===== src/rtl/rtc_pkg.sv =====
package rtc_pkg;
  localparam int CNT_W  = 24;
  localparam int PRE_W  = 12;
  localparam int N_CMP  = 4;
  localparam int N_SRC  = 2 + N_CMP;
  localparam int ADDR_W = 12;
  localparam int CMP_MASK_LSB = 16;

  // source indices inside the internal vectors
  localparam int SRC_TICK = 0;
  localparam int SRC_WRAP = 1;
  localparam int SRC_CMP0 = 2;

  localparam logic [ADDR_W-1:0] A_RUN      = 12'h000;
  localparam logic [ADDR_W-1:0] A_HALT     = 12'h004;
  localparam logic [ADDR_W-1:0] A_ZERO     = 12'h008;
  localparam logic [ADDR_W-1:0] A_PRELOAD  = 12'h00C;
  localparam logic [ADDR_W-1:0] A_EV_TICK  = 12'h100;
  localparam logic [ADDR_W-1:0] A_EV_WRAP  = 12'h104;
  localparam logic [ADDR_W-1:0] A_EV_CMP   = 12'h140;
  localparam logic [ADDR_W-1:0] A_IEN_SET  = 12'h304;
  localparam logic [ADDR_W-1:0] A_IEN_CLR  = 12'h308;
  localparam logic [ADDR_W-1:0] A_RTE      = 12'h340;
  localparam logic [ADDR_W-1:0] A_RTE_SET  = 12'h344;
  localparam logic [ADDR_W-1:0] A_RTE_CLR  = 12'h348;
  localparam logic [ADDR_W-1:0] A_COUNT    = 12'h504;
  localparam logic [ADDR_W-1:0] A_DIV      = 12'h508;
  localparam logic [ADDR_W-1:0] A_CMPVAL   = 12'h540;

  // address of compare value register n
  function automatic logic [ADDR_W-1:0] cmpval_addr(input int n);
    return A_CMPVAL + ADDR_W'(4 * n);
  endfunction

  // address of compare event register n
  function automatic logic [ADDR_W-1:0] cmpev_addr(input int n);
    return A_EV_CMP + ADDR_W'(4 * n);
  endfunction

  // internal source vector -> bus mask layout
  function automatic logic [31:0] src_to_mask(input logic [N_SRC-1:0] s);
    logic [31:0] m;
    m = '0;
    m[0] = s[SRC_TICK];
    m[1] = s[SRC_WRAP];
    for (int n = 0; n < N_CMP; n++) m[CMP_MASK_LSB + n] = s[SRC_CMP0 + n];
    return m;
  endfunction

  // bus mask layout -> internal source vector
  function automatic logic [N_SRC-1:0] mask_to_src(input logic [31:0] m);
    logic [N_SRC-1:0] s;
    s[SRC_TICK] = m[0];
    s[SRC_WRAP] = m[1];
    for (int n = 0; n < N_CMP; n++) s[SRC_CMP0 + n] = m[CMP_MASK_LSB + n];
    return s;
  endfunction

  // count after one increment, wrapping at the width
  function automatic logic [CNT_W-1:0] count_step(input logic [CNT_W-1:0] c);
    return c + CNT_W'(1);
  endfunction
endpackage


===== src/rtl/rtc_count_core.sv =====
module rtc_count_core
  import rtc_pkg::*;
#(
  parameter int CW = CNT_W,
  parameter int PW = PRE_W
) (
  input  logic          clk,
  input  logic          rst_n,
  input  logic          slow_en,
  input  logic          do_run,
  input  logic          do_halt,
  input  logic          do_zero,
  input  logic          do_preload,
  input  logic          div_we,
  input  logic [PW-1:0] div_wd,
  output logic [CW-1:0] cnt,
  output logic [CW-1:0] cnt_nxt,
  output logic [PW-1:0] div_val,
  output logic          running,
  output logic          task_any,
  output logic          inc_fire,
  output logic          wrap_fire
);
  localparam logic [CW-1:0] CNT_TOP    = '1;
  localparam logic [CW-1:0] NEAR_WRAP  = CNT_TOP - CW'(15);

  logic [CW-1:0] cnt_q;
  logic [PW-1:0] phase_q;
  logic [PW-1:0] div_q;
  logic          run_q;
  logic          phase_done;
  logic          step_ok;

  assign task_any   = do_run | do_halt | do_zero | do_preload;
  assign phase_done = (phase_q == div_q);
  assign step_ok    = run_q && slow_en && !task_any;
  assign inc_fire   = step_ok && phase_done;
  assign cnt_nxt    = cnt_q + CW'(1);
  assign wrap_fire  = inc_fire && (cnt_q == CNT_TOP);

  always_ff @(posedge clk or negedge rst_n) begin
    if (!rst_n) begin
      cnt_q   <= '0;
      phase_q <= '0;
      div_q   <= '0;
      run_q   <= 1'b0;
    end else begin
      if (do_run) begin
        run_q   <= 1'b1;
        phase_q <= '0;
      end else if (do_halt) begin
        run_q <= 1'b0;
      end

      if (do_zero) begin
        cnt_q   <= '0;
        phase_q <= '0;
      end else if (do_preload) begin
        cnt_q <= NEAR_WRAP;
      end else if (step_ok) begin
        if (phase_done) begin
          phase_q <= '0;
          cnt_q   <= cnt_nxt;
        end else begin
          phase_q <= phase_q + PW'(1);
        end
      end

      if (div_we && !run_q) div_q <= div_wd;
    end
  end

  assign cnt     = cnt_q;
  assign div_val = div_q;
  assign running = run_q;
endmodule


===== src/rtl/rtc_cmp_bank.sv =====
module rtc_cmp_bank
  import rtc_pkg::*;
#(
  parameter int CW = CNT_W,
  parameter int NC = N_CMP
) (
  input  logic                 clk,
  input  logic                 rst_n,
  input  logic [NC-1:0]        val_we,
  input  logic [CW-1:0]        val_wd,
  input  logic                 inc_fire,
  input  logic [CW-1:0]        cnt_nxt,
  output logic [NC-1:0][CW-1:0] cmp_val,
  output logic [NC-1:0]        cmp_fire
);
  for (genvar n = 0; n < NC; n++) begin : g_ch
    logic [CW-1:0] val_q;

    always_ff @(posedge clk or negedge rst_n) begin
      if (!rst_n)         val_q <= '0;
      else if (val_we[n]) val_q <= val_wd;
    end

    assign cmp_val[n]  = val_q;
    assign cmp_fire[n] = inc_fire && (cnt_nxt == val_q);
  end
endmodule


===== src/rtl/rtc_evt_ctrl.sv =====
module rtc_evt_ctrl
  import rtc_pkg::*;
#(
  parameter int NS = N_SRC
) (
  input  logic          clk,
  input  logic          rst_n,
  input  logic [NS-1:0] hits,
  input  logic [NS-1:0] ev_clr,
  input  logic [NS-1:0] wr_src,
  input  logic          ien_set_we,
  input  logic          ien_clr_we,
  input  logic          rte_we,
  input  logic          rte_set_we,
  input  logic          rte_clr_we,
  output logic [NS-1:0] pend,
  output logic [NS-1:0] ien,
  output logic [NS-1:0] rte,
  output logic [NS-1:0] pulse,
  output logic          irq
);
  logic [NS-1:0] pend_q, ien_q, rte_q, pulse_q;

  always_ff @(posedge clk or negedge rst_n) begin
    if (!rst_n) begin
      pend_q  <= '0;
      ien_q   <= '0;
      rte_q   <= '0;
      pulse_q <= '0;
    end else begin
      // a new hit wins over a software clear in the same cycle
      pend_q  <= (pend_q & ~ev_clr) | hits;
      pulse_q <= hits & rte_q;

      if (ien_set_we)      ien_q <= ien_q | wr_src;
      else if (ien_clr_we) ien_q <= ien_q & ~wr_src;

      if (rte_we)          rte_q <= wr_src;
      else if (rte_set_we) rte_q <= rte_q | wr_src;
      else if (rte_clr_we) rte_q <= rte_q & ~wr_src;
    end
  end

  assign pend  = pend_q;
  assign ien   = ien_q;
  assign rte   = rte_q;
  assign pulse = pulse_q;
  assign irq   = |(pend_q & ien_q);
endmodule


===== src/rtl/slow_counter_unit.sv =====
module slow_counter_unit
  import rtc_pkg::*;
(
  input  logic              clk,
  input  logic              rst_n,
  input  logic              slow_en,
  input  logic              bus_sel,
  input  logic              bus_wr,
  input  logic [ADDR_W-1:0] bus_addr,
  input  logic [31:0]       bus_wdata,
  output logic [31:0]       bus_rdata,
  output logic              irq,
  output logic [N_SRC-1:0]  ev_out
);
  localparam int PAD_C = 32 - CNT_W;
  localparam int PAD_P = 32 - PRE_W;

  // named internal events, also used by the checker
  logic                       wr;
  logic                       do_run, do_halt, do_zero, do_preload;
  logic                       task_any;
  logic                       div_we;
  logic [CNT_W-1:0]           cnt_q;
  logic [CNT_W-1:0]           cnt_nxt;
  logic [PRE_W-1:0]           div_q;
  logic                       running;
  logic                       inc_fire;
  logic                       wrap_fire;
  logic [N_CMP-1:0]           cmp_fire;
  logic [N_CMP-1:0]           cmp_we;
  logic [N_CMP-1:0][CNT_W-1:0] cmp_val;
  logic [N_SRC-1:0]           hits;
  logic [N_SRC-1:0]           ev_clr;
  logic [N_SRC-1:0]           wr_src;
  logic [N_SRC-1:0]           pend, ien, rte;

  assign wr         = bus_sel && bus_wr;
  assign do_run     = wr && bus_addr == A_RUN     && bus_wdata[0];
  assign do_halt    = wr && bus_addr == A_HALT    && bus_wdata[0];
  assign do_zero    = wr && bus_addr == A_ZERO    && bus_wdata[0];
  assign do_preload = wr && bus_addr == A_PRELOAD && bus_wdata[0];
  assign div_we     = wr && bus_addr == A_DIV;
  assign wr_src     = mask_to_src(bus_wdata);

  assign ev_clr[SRC_TICK] = wr && bus_addr == A_EV_TICK && !bus_wdata[0];
  assign ev_clr[SRC_WRAP] = wr && bus_addr == A_EV_WRAP && !bus_wdata[0];

  for (genvar n = 0; n < N_CMP; n++) begin : g_dec
    assign cmp_we[n]            = wr && bus_addr == cmpval_addr(n);
    assign ev_clr[SRC_CMP0 + n] = wr && bus_addr == cmpev_addr(n) && !bus_wdata[0];
  end

  rtc_count_core #(.CW(CNT_W), .PW(PRE_W)) u_core (
    .clk        (clk),
    .rst_n      (rst_n),
    .slow_en    (slow_en),
    .do_run     (do_run),
    .do_halt    (do_halt),
    .do_zero    (do_zero),
    .do_preload (do_preload),
    .div_we     (div_we),
    .div_wd     (bus_wdata[PRE_W-1:0]),
    .cnt        (cnt_q),
    .cnt_nxt    (cnt_nxt),
    .div_val    (div_q),
    .running    (running),
    .task_any   (task_any),
    .inc_fire   (inc_fire),
    .wrap_fire  (wrap_fire)
  );

  rtc_cmp_bank #(.CW(CNT_W), .NC(N_CMP)) u_cmp (
    .clk      (clk),
    .rst_n    (rst_n),
    .val_we   (cmp_we),
    .val_wd   (bus_wdata[CNT_W-1:0]),
    .inc_fire (inc_fire),
    .cnt_nxt  (cnt_nxt),
    .cmp_val  (cmp_val),
    .cmp_fire (cmp_fire)
  );

  assign hits = {cmp_fire, wrap_fire, inc_fire};

  rtc_evt_ctrl #(.NS(N_SRC)) u_evt (
    .clk        (clk),
    .rst_n      (rst_n),
    .hits       (hits),
    .ev_clr     (ev_clr),
    .wr_src     (wr_src),
    .ien_set_we (wr && bus_addr == A_IEN_SET),
    .ien_clr_we (wr && bus_addr == A_IEN_CLR),
    .rte_we     (wr && bus_addr == A_RTE),
    .rte_set_we (wr && bus_addr == A_RTE_SET),
    .rte_clr_we (wr && bus_addr == A_RTE_CLR),
    .pend       (pend),
    .ien        (ien),
    .rte        (rte),
    .pulse      (ev_out),
    .irq        (irq)
  );

  always_comb begin
    bus_rdata = '0;
    unique case (bus_addr)
      A_EV_TICK:             bus_rdata = {31'b0, pend[SRC_TICK]};
      A_EV_WRAP:             bus_rdata = {31'b0, pend[SRC_WRAP]};
      A_IEN_SET, A_IEN_CLR:  bus_rdata = src_to_mask(ien);
      A_RTE, A_RTE_SET,
      A_RTE_CLR:             bus_rdata = src_to_mask(rte);
      A_COUNT:               bus_rdata = {{PAD_C{1'b0}}, cnt_q};
      A_DIV:                 bus_rdata = {{PAD_P{1'b0}}, div_q};
      default:               bus_rdata = '0;
    endcase
    for (int n = 0; n < N_CMP; n++) begin
      if (bus_addr == cmpval_addr(n)) bus_rdata = {{PAD_C{1'b0}}, cmp_val[n]};
      if (bus_addr == cmpev_addr(n))  bus_rdata = {31'b0, pend[SRC_CMP0 + n]};
    end
  end
endmodule


===== config.mk =====
export PLATFORM = sky130hd
export DESIGN_NAME = slow_counter_unit
export DESIGN_NICKNAME = d
export VERILOG_FILES = /design/src/rtl/rtc_pkg.sv /design/src/rtl/rtc_count_core.sv /design/src/rtl/rtc_cmp_bank.sv /design/src/rtl/rtc_evt_ctrl.sv /design/src/rtl/slow_counter_unit.sv
export SDC_FILE = /design/constraint.sdc
export NUM_CORES = 1
export LEC_CHECK = 0
export BUFFER_PORTS_ARGS = -buffer_cell sky130_fd_sc_hd__buf_2
export CORE_MARGIN = 5
export CORE_UTILIZATION = 61
export DETAILED_ROUTE_END_ITERATION = 6
export MAX_ROUTING_LAYER = met4
export PLACE_DENSITY = 0.85
export SKIP_LAST_GASP = 1
export SLEW_MARGIN = 0
export SYNTH_ARGS = -nofsm -noshare
export SYNTH_HDL_FRONTEND = slang
export SYNTH_SLANG_ARGS = --single-unit
export TNS_END_PERCENT = 100

===== constraint.sdc =====
create_clock -name clk -period 3.9 [get_ports clk]
set_input_delay 0.585 -clock clk [delete_from_list [all_inputs] [get_ports clk]]
set_output_delay 0.585 -clock clk [all_outputs]
set_load 0.1 [all_outputs]

# Yosys cells after proc, flatten, opt, wreduce, memory -nomap -nowiden
# Index checks and enable logic that the tools add are counted.
# word_totals
register_bits	169
in_bits	49
out_inout_bits	39
elab_cells	131
# op_classes
addsub	2
eq_ne	26
mux	25
bitwise	13
reduce_logical	53
# op_table
operator	n
32-bit two-way mux	8
24-bit one-hot mux with 6 select lines	1
24-bit == test	4
24-bit two-way mux	4
12-bit by 11-bit == test with 1-bit output (second input constant)	6
12-bit by 9-bit == test with 1-bit output (second input constant)	6
12-bit by 10-bit == test with 1-bit output (second input constant)	5
12-bit two-way mux	5
1-bit logical AND	40
6-bit AND	5
6-bit two-way mux	5
24-bit by 1-bit adder with 24-bit output (second input constant)	1
12-bit by 4-bit == test with 1-bit output (second input constant)	2
24-bit == test (second input constant)	1
6-bit bitwise OR	3
12-bit by 1-bit adder with 12-bit output (second input constant)	1
12-bit == test	1
12-bit by 3-bit == test with 1-bit output (second input constant)	1
12-bit zero test	1
6-bit inverter	2
3-bit nonzero test	3
6-bit OR reduction	1
2-bit nonzero test	2
1-bit zero test	3
other kinds (5)	8

# Logic depth before layout (Yosys ltp)
# Gate-level depths: netlist of the first run.
# depth
ltp_word	11
depth_mapped	11
depth_no_buf	8

# Cells and area by module
# A second synthesis of the first run with hierarchy kept.
# hier_totals
hier_cells	952
area_unflattened_um2	9989.6
# modules_own_cells
module	n_inst	cells_per_inst	area_each_um2	seq_area_each_um2
rtc_cmp_bank	1	336	4614.4	2402.3
rtc_count_core	1	344	3114.2	1226.2
slow_counter_unit	1	200	1322.5	0.0
rtc_evt_ctrl	1	72	938.4	600.6

# Worst setup path after synthesis of the first run
# Ideal clock, no wire load.
# synth_path
path_kind	input port to output port
start	in bus_addr[5]
end	out bus_rdata[11]
arrival_time_ns	3.302
required_time_ns	3.315
path_slack_ns	0.013
path_stages	8
path_buffers	3
path_cell_list	or4b_2 -> or2_2 -> clkbuf_1 -> nor2_1 -> buf_2 -> buf_2 -> a22oi_1 -> nand3_1
# synth_via
elab_chain_len	11
word_cells_on_any_way	28
classes_between	eq/ne: 17; mux: 9; reduce/logical: 2
# synth_rtl
item	line	source
from (decl)	slow_counter_unit.sv:9	input logic [ADDR_W-1:0] bus_addr,
12-bit by 10-bit == test with 1-bit output	slow_counter_unit.sv:105	unique case (bus_addr)
3-bit OR reduction or 2-bit OR reduction (tied branches)	slow_counter_unit.sv:105	
24-bit one-hot mux with 6 select lines	slow_counter_unit.sv:105	
32-bit two-way mux	slow_counter_unit.sv:116	if (bus_addr == cmpval_addr(n)) bus_rdata = {{PAD_C{1'b0}}, cmp_val[n]};
32-bit two-way mux	slow_counter_unit.sv:117	if (bus_addr == cmpev_addr(n)) bus_rdata = {31'b0, pend[SRC_CMP0 + n]};
32-bit two-way mux	slow_counter_unit.sv:116	
32-bit two-way mux	slow_counter_unit.sv:117	
32-bit two-way mux	slow_counter_unit.sv:116	
32-bit two-way mux	slow_counter_unit.sv:117	
32-bit two-way mux	slow_counter_unit.sv:116	
32-bit two-way mux (*)	slow_counter_unit.sv:117	
to (decl)	slow_counter_unit.sv:11	output logic [31:0] bus_rdata,
# Mark *: on every way between the ends. The rest lies on a longest branch, timed or not.

# Worst setup path after layout of the first run
# layout_path
start	in bus_addr[5]
end	out bus_rdata[21]
# The elaborated chain is that of the path after synthesis.

==> metrics.md, run 1 <==
| Metric | Value |
|---|---|
| Outcome | finished, violations left |
| Failing checks | design-rule violations |
| Worst r2r src | u_core.cnt[0] |
| Fin Clk Skew | 0.0166 ns |
| CTS Buf Count | 17 |
| Htree depth | 4 |
| Worst slew pin tran | 1.07 ns |
| Crit path max fanout | 13 |
| Vias in the first global route | 9725 |
| 1st-iter DRT viols | 1561 |
| Post-synth EDFFs | 0 |
| Commonest non-fill, non-tap cells in the layout | dfrtp_1 (169), mux2_2 (108), xnor2_1 (80), buf_4 (64), o21ai_0 (60) |
| Gates resized, CTS repair | 0 |
| WL final | 37.8 mm |
| Sequential power share | 0.490 |
| Distinct cells, synth | 77 |
| Longest Clk Path Bufs | 2 |
| Main synth FF type | dfrtp_1 |
| P per Cell Area | 284 mW/mm^2 |
| Tcrit/Tclk final | 0.916 |
| Hpwl dp | 27.8 mm |
| Final Hold Vio Count | 0 |
| Tot GR Track Use | 0.384 |
| Core area | 0.0178 sq mm |
| Final Total Pwr | 3.60 mW |
| Synthesized area per cell | 9.68 sq um |
| Antenna viol nets, final | 0 |
| Num ports | 88 |
| Tmin final | 3.57 ns |
| Dpl cells | 1413 |
| Hold-fix buffers, CTS | 0 |
| Setup crit start kind | input pin |
| Net Sw Power | 952 uW |
| CP Capture Type | output pin |
| Yosys Warn Count | 0 |
| # setup viols final | 0 |
| Logic pwr share | 0.043 |
| Non-filler cells, final | 1445 |
| Switch share | 0.265 |
| Asr flop ratio synth | 1.00 |
| Setup bufs post-CTS | 0 |
| FF+latch count, synth | 169 |
| P_int | 2.64 mW |
| CTS tree | yes |
| Die X | 144 um |
| Top cells by area, synth | dfrtp_1 (39%), mux2_2 (11%), xnor2_1 (6.4%) |
| Vias per Instance | 7.06 |
| RSZ-0062 raised after global routing | false |
| Worst endpoint required time | 3.31 ns |
| Reg clk slew, reported paths | 0.08 ns |
| Crit Path Class | in -> out |
| Relative slew margins | 0.281 |
| Clock Latency Late Sink | 0.44 ns |
| Share of the synthesized area in the top cell type | 0.388 |
| Residual DRC count | 11 |
| Commonest non-fill, non-tap cell in the layout | dfrtp_1 |
| Layout cell share with drive strength beyond 1 | 0.253 |
| Synth Instances | 1127 |
| Starting Density | 0.614 |
| CTS root buf | clkbuf_16 |
| Nets | 1254 |
| Arrival @ worst endpoint | 2.99 ns |
| Initial antenna violation count | 1 |
| Top achievable clock speed | 280 MHz |
| Total die area | 0.0207 sq mm |
| Max_cap viols | 0 |
| Maximum vdd drop | 0.505 mV |
| Clock Sinks | 169 |
| DRT Pass-1 Iters | 7 |
| Wire per inst | 26.2 um |
| Gr ovfl total | 0 |
| Min-delay worst type | in -> async |
| Clock share of power | 0.467 |
| Fin. max-slew vios | 0 |
| Placement row count | 49 |
| Sequential cell area fraction in the yosys report | 0.388 |
| Setup tns final | 0 ns |
| Pin count of the biggest net entering global routing | 101 |
| Mapped Area | 0.0109 sq mm |
| Worst Setup SP | bus_addr[5] |
| Leak pwr | 5.58 nW |
| Layout area overhead | 15.9% |
| Detailed-route via count | 10.2k |
| Final RePlAce weighted congestion | 1.04 |
| Die height | 144 um |
| First-pass GRT wire length | 58.1 mm |
| Number of port buffers | 71 |
| Largest area contributor in the netlist | dfrtp_1 |
## metrics by stage
stage / cell area [sq um] / setup slack (ns) / utilization / hold slack, ns
6_report: 12600 / 0.327 / 0.711 / 0.252
5_1_grt: 12600 / 0.232 / 0.711 / 0.316
4_1_cts: 12600 / 0.397 / 0.711 / 0.298
3_5_place_dp: 12100 / 0.398 / 0.678 / 0.520
3_3_place_gp: 12100 / 0.453 / 0.678 / 0.509
2_1_floorplan: 10900 / 0.0134 / - / 0.289
## sequential cells by signal (all words and copies together), names as in the netlist, named ones only
signal            cells
u_cmp.g_ch.val_q     96
u_core.phase_q       12
u_evt.pulse           6
u_core.div_val       12
u_core.running        1
u_core.cnt           24
u_evt.pend            6
## final timing paths
| check | cells after the start | end | slack (ns) |
|---|---|---|---|
| max in group asynchronous | 2 | u_core.cnt[5] | 2.72 |
| max | 8 | bus_rdata[21] | 0.33 |
| max reg2reg | 9 | u_evt.pulse[4] | 0.42 |
| min | 1 | u_evt.pend[5] | 0.25 |
| min in group clk | 2 | u_cmp.g_ch[0].val_q[22] | 0.42 |
| min reg2reg | 2 | u_evt.pulse[4] | 0.54 |
## critical path: stages
cell and delay (ns):
buf_2 0.11, or4b_2 0.73, or2_2 0.38, nor2_2 0.29, buf_4 0.31, a22oi_1 0.13
nand2_1 0.22, buf_12 0.21
## logic make-up (layout without fill, tap and decap cells)
family | count (synthesis) | in the layout | share of synthesized area
DFF | 169 | 169 | 0.388
buffers and inverters | 105 | 186 | 0.0447
other | 1 | 9 | 0.000344
muxes | 111 | 111 | 0.114
xor gates and xnor gates | 114 | 114 | 0.0966
adders and majority gates | 2 | 2 | 0.00229
and+or+nand+nor | 321 | 321 | 0.162
AOI/OAI and AO/OA | 304 | 304 | 0.192
## area by class of cell
cell class | count | area [sq um]
diodes | 1 | 2.50
inverters | 18 | 67.6
multi-input cells | 860 | 6240
well taps | 229 | 287
repair buffers | 137 | 1240
clock buffers | 17 | 425
fillers | 1317 | 5130
flip-flops and latches | 169 | 4230
clock inverters | 14 | 154
## cell usage after synthesis, types with 3 or more instances
cell	count
or4_1	8
mux2_2	108
nor4_1	17
or2_2	6
buf_4	13
o21a_1	5
o221ai_1	5
dfrtp_1	169
or3_1	9
o2111ai_1	7
nand2_1	59
o21ai_0	60
o211ai_1	6
a31oi_1	24
nor3_1	30
o31ai_1	9
mux2i_1	3
inv_1	18
xnor2_1	80
xnor3_1	4
nand3b_1	4
and4_1	7
o22a_1	15
a21o_1	9
nand2b_1	5
a211oi_1	13
xor2_1	30
buf_1	3
nor3b_1	6
nand4_1	19
and3_1	19
a21oi_1	52
nor2_1	60
buf_2	36
o22ai_1	4
and2_1	6
clkbuf_1	35
a222oi_1	13
nor4_4	3
a22oi_1	44
a2111oi_0	4
nand3_1	45
a221oi_1	6
## power by group through the flow
| stage | Combinational (mW) | Sequential (mW) | Clock, mW |
|---|---|---|---|
| final | 0.155 | 1.76 | 1.68 |
| after global routing | 0.170 | 1.76 | 1.77 |
| after CTS | 0.155 | 1.76 | 1.68 |
| after detailed placement | 0.154 | 1.79 | 0 |
| after global placement | 0.151 | 1.79 | 0 |
| after floorplan | 0.0738 | 1.79 | 0 |
## per-layer routing
layer | up-vias | part of all wire | wire length, um | track usage
met4 | 0 | 0.032 | 1200 | 0.121
met2 | 729 | 0.46 | 17600 | 0.583
met5 | - | 0 | 0 | -
met3 | 111 | 0.11 | 4080 | 0.0742
li1 | 4395 | - | - | -
met1 | 4960 | 0.40 | 15000 | 0.524
(Power assumes the default switching activity.)
==> run 2: changes to the inputs <==
--- a/config.mk
+++ b/config.mk
@@ -8,9 +8,11 @@
 export BUFFER_PORTS_ARGS = -buffer_cell sky130_fd_sc_hd__buf_2
 export CORE_MARGIN = 5
 export CORE_UTILIZATION = 61
+export CTS_CLUSTER_DIAMETER = 60
 export DETAILED_ROUTE_END_ITERATION = 6
+export GPL_TIMING_DRIVEN = 0
 export MAX_ROUTING_LAYER = met4
-export PLACE_DENSITY = 0.85
+export PLACE_DENSITY_LB_ADDON = 0.3
 export SKIP_LAST_GASP = 1
 export SLEW_MARGIN = 0
 export SYNTH_ARGS = -nofsm -noshare
==> run 2 against run 1 <==
Compared with the run above:
- sequential power about the same
- via count increased by 3.9%
- the flow still finishes with violations (design-rule violations)
- core utilization is 1.2 points lower
- critical path type is now reg -> reg
- highest routed layer unchanged
- largest power group is now the clock network
- clock skew down 0.0018 ns
- critical endpoint is now u_evt.pulse[4]
==> metrics.md, run 2 (same netlist as run 1, synthesis figures left out) <==
| Metric | Value |
|---|---|
| R2r setup slk | 0.09 ns (-0.33 ns) |
| Min-delay worst type | in -> async |
| Top achievable clock speed | 262 MHz (-6.3%) |
| CP Capture Type | register |
| Crit path max fanout | 7 (-6) |
| Total die area | 0.0207 sq mm (unchanged) |
| R2R Path End | u_evt.pulse[4] |
| Number of port buffers | 71 (unchanged) |
| Final Cell Area | 0.0124 sq mm (-1.7%) |
| Cell Area, Placed | 0.0116 sq mm (-3.7%) |
| Htree depth | 4 (unchanged) |
| Worst slew pin tran | 1.19 ns (+0.119 ns) |
| Tot GR Track Use | 0.408 (+0.0239) |
| Layout cell share with drive strength beyond 1 | 0.242 (-0.0116) |
| RSZ-0062 raised after global routing | false |
| Worst r2r src | u_core.cnt[1] |
| Max_cap viols | 0 (unchanged) |
| Num ports | 88 (unchanged) |
| Worst-path cell chain | ha_1 > nand3_1 > nor4_2 > xnor2_1 > o211ai_1 > or4_1 > or4_1 > nor3_1 |
| Hold-fix buffers, CTS | 0 (unchanged) |
| Gr ovfl total | 0 (unchanged) |
| Vias per Instance | 7.21 (+2.1%) |
| Commonest non-fill, non-tap cells in the layout | dfrtp_1 (169), mux2_2 (108), xnor2_1 (80), buf_2 (79), o21ai_0 (60) |
| CTS root buf | clkbuf_16 |
| Most frequent cell on the critical path | or4_1 |
| Fill count | 1398 (+6.2%) |
| Longest Clk Path Bufs | 2 (unchanged) |
| Initial antenna violation count | 1 (unchanged) |
| Die X | 144 um (unchanged) |
| Fin. max-slew vios | 0 (unchanged) |
| Final Hold Vio Count | 0 (unchanged) |
| Commonest non-fill, non-tap cell in the layout | dfrtp_1 |
| Tcrit/Tclk final | 0.978 (+0.0620) |
| Wire per inst | 27.7 um (+5.7%) |
| Final WS setup | 0.0855 ns (-0.242 ns) |
| Antenna viol nets, final | 0 (unchanged) |
| CP max-delay cell | nor4_2 |
| Leak pwr | 5.53 nW (-0.92%) |
| Residual DRC count | 2 (-9) |
| Nets | 1278 (+1.9%) |
| Core area | 0.0178 sq mm (unchanged) |
| Final Total Pwr | 3.77 mW (+4.8%) |
| Worst R2R Path Depth | 8 (-1) |
| Reg clk slew, reported paths | 0.08 ns (about the same) |
| Arrival @ worst endpoint | 4.16 ns (+1.17 ns) |
| Vias in the first global route | 10.2k (+4.6%) |
| Largest Register | u_cmp.g_ch.val_q |
| Setup tns final | 0 ns (unchanged) |
| Max incr delay on CP | 0.79 ns (+0.06 ns) |
| Fin Clk Skew | 0.0149 ns (-0.00177 ns) |
| Detailed-route via count | 10.6k (+3.9%) |
| # setup viols final | 0 (unchanged) |
| Failing checks | design-rule violations |
| CTS Buf Count | 17 (unchanged) |
| Clock Latency Late Sink | 0.45 ns (about the same) |
| Worst endpoint required time | 4.25 ns (+0.94 ns) |
| First-pass GRT wire length | 61.5 mm (+5.8%) |
| Placement row count | 49 (unchanged) |
| 1st-iter DRT viols | 1624 (+4.0%) |
| Tmin final | 3.81 ns (+0.242 ns) |
| Final core utilization | 0.699 (-0.0119) |
| P per Cell Area | 303 mW/mm^2 (+6.6%) |
| Clock Sinks | 169 (unchanged) |
| Outcome | finished, violations left |
| Maximum vdd drop | 0.302 mV (-40%) |
| DP Worst Slack | -1.01 ns (-1.41 ns) |
| Setup crit start kind | register |
| Pin count of the biggest net entering global routing | 109 (+7.9%) |
| Relative slew margins | 0.200 (-0.0817) |
| Die height | 144 um (unchanged) |
| Starting Density | 0.614 (unchanged) |
| Final RePlAce weighted congestion | 1.06 (+1.4%) |
| WL final | 40.7 mm (+7.5%) |
| Layout area overhead | 14.0% |
| CTS tree | yes |
| Max FFs per register | 96 (unchanged) |
| DRT Pass-1 Iters | 7 (unchanged) |
| Crit Path Class | reg -> reg |
| Hpwl dp | 29.9 mm (+7.2%) |
-- run 2: cell count changes in the layout (fill, tap and decap cells not counted), moves of 5 or more --
cell	delta
nor2_2	-5
buf_4	-33
buf_12	-26
buf_2	+33
clkbuf_1	+30
buf_6	+9
-- run 2: metrics by stage --
step / hold slack (ns) / std cells
6_report: 0.0637 / 1470
5_1_grt: 0.103 / 1470
4_1_cts: 0.0905 / 1469
3_5_place_dp: 0.516 / 1435
3_3_place_gp: 0.523 / 1434
2_1_floorplan: 0.289 / 1134
-- run 2: final cells by class --
class                   instances  area [sq um]  area share
flip-flops and latches        169          4230       0.340
diodes                          1          2.50    0.000201
inverters                      18          67.6     0.00543
well taps                     229           287      0.0230
multi-input cells             860          6270       0.504
repair buffers                 76           505      0.0407
plain buffers                  85           443      0.0356
clock buffers                  18           429      0.0345
clock inverters                14           198      0.0159
-- run 2: worst max-delay path by stage --
stage | startpoint | endpoint | slack [ns] | cells after the start
3_3_place_gp | bus_addr[3] | bus_rdata[21] | -1.04 | 9
2_1_floorplan | bus_addr[5] | bus_rdata[11] | 0.01 | 8
4_1_cts | bus_addr[5] | bus_rdata[21] | -0.05 | 10
3_5_place_dp | bus_addr[3] | bus_rdata[21] | -1.01 | 9
5_1_grt | u_core.cnt[1] | u_evt.pulse[4] | 0.009 | 8
6_report | u_core.cnt[1] | u_evt.pulse[4] | 0.09 | 8
-- run 2: repair_timing --
| item | 4_1_cts | 5_1_grt |
|---|---|---|
| pin swaps | 2 | 1 |
| endpoints found under the hold margin | 0 | 0 |
| setup endpoints to repair | 24 | 24 |
| resized for setup | 41 | 15 |
| buffers inserted | 3 | 1 |
-- run 2: report_power, final --
part | total, mW | internal, mW | switching [mW]
clock | 1.84 | 0.986 | 0.854
sequential | 1.76 | 1.75 | 0.00467
combinational | 0.169 | 0.0413 | 0.128
total | 3.77 | 2.78 | 0.987
-- run 2: worst max-delay path, delay by kind of cell (launching register included) --
kind,cells,cell delay [ns]
fa+ha+maj,1,0.34
compound gates,1,0.21
xor+xnor,1,0.21
flops,1,0.48
simple gates,5,2.46
-- run 2: per-layer routing --
metal,GRT usage,share of wire
met1,0.542,0.39
met2,0.609,0.45
met3,0.0985,0.12
met4,0.154,0.044
met5,-,0
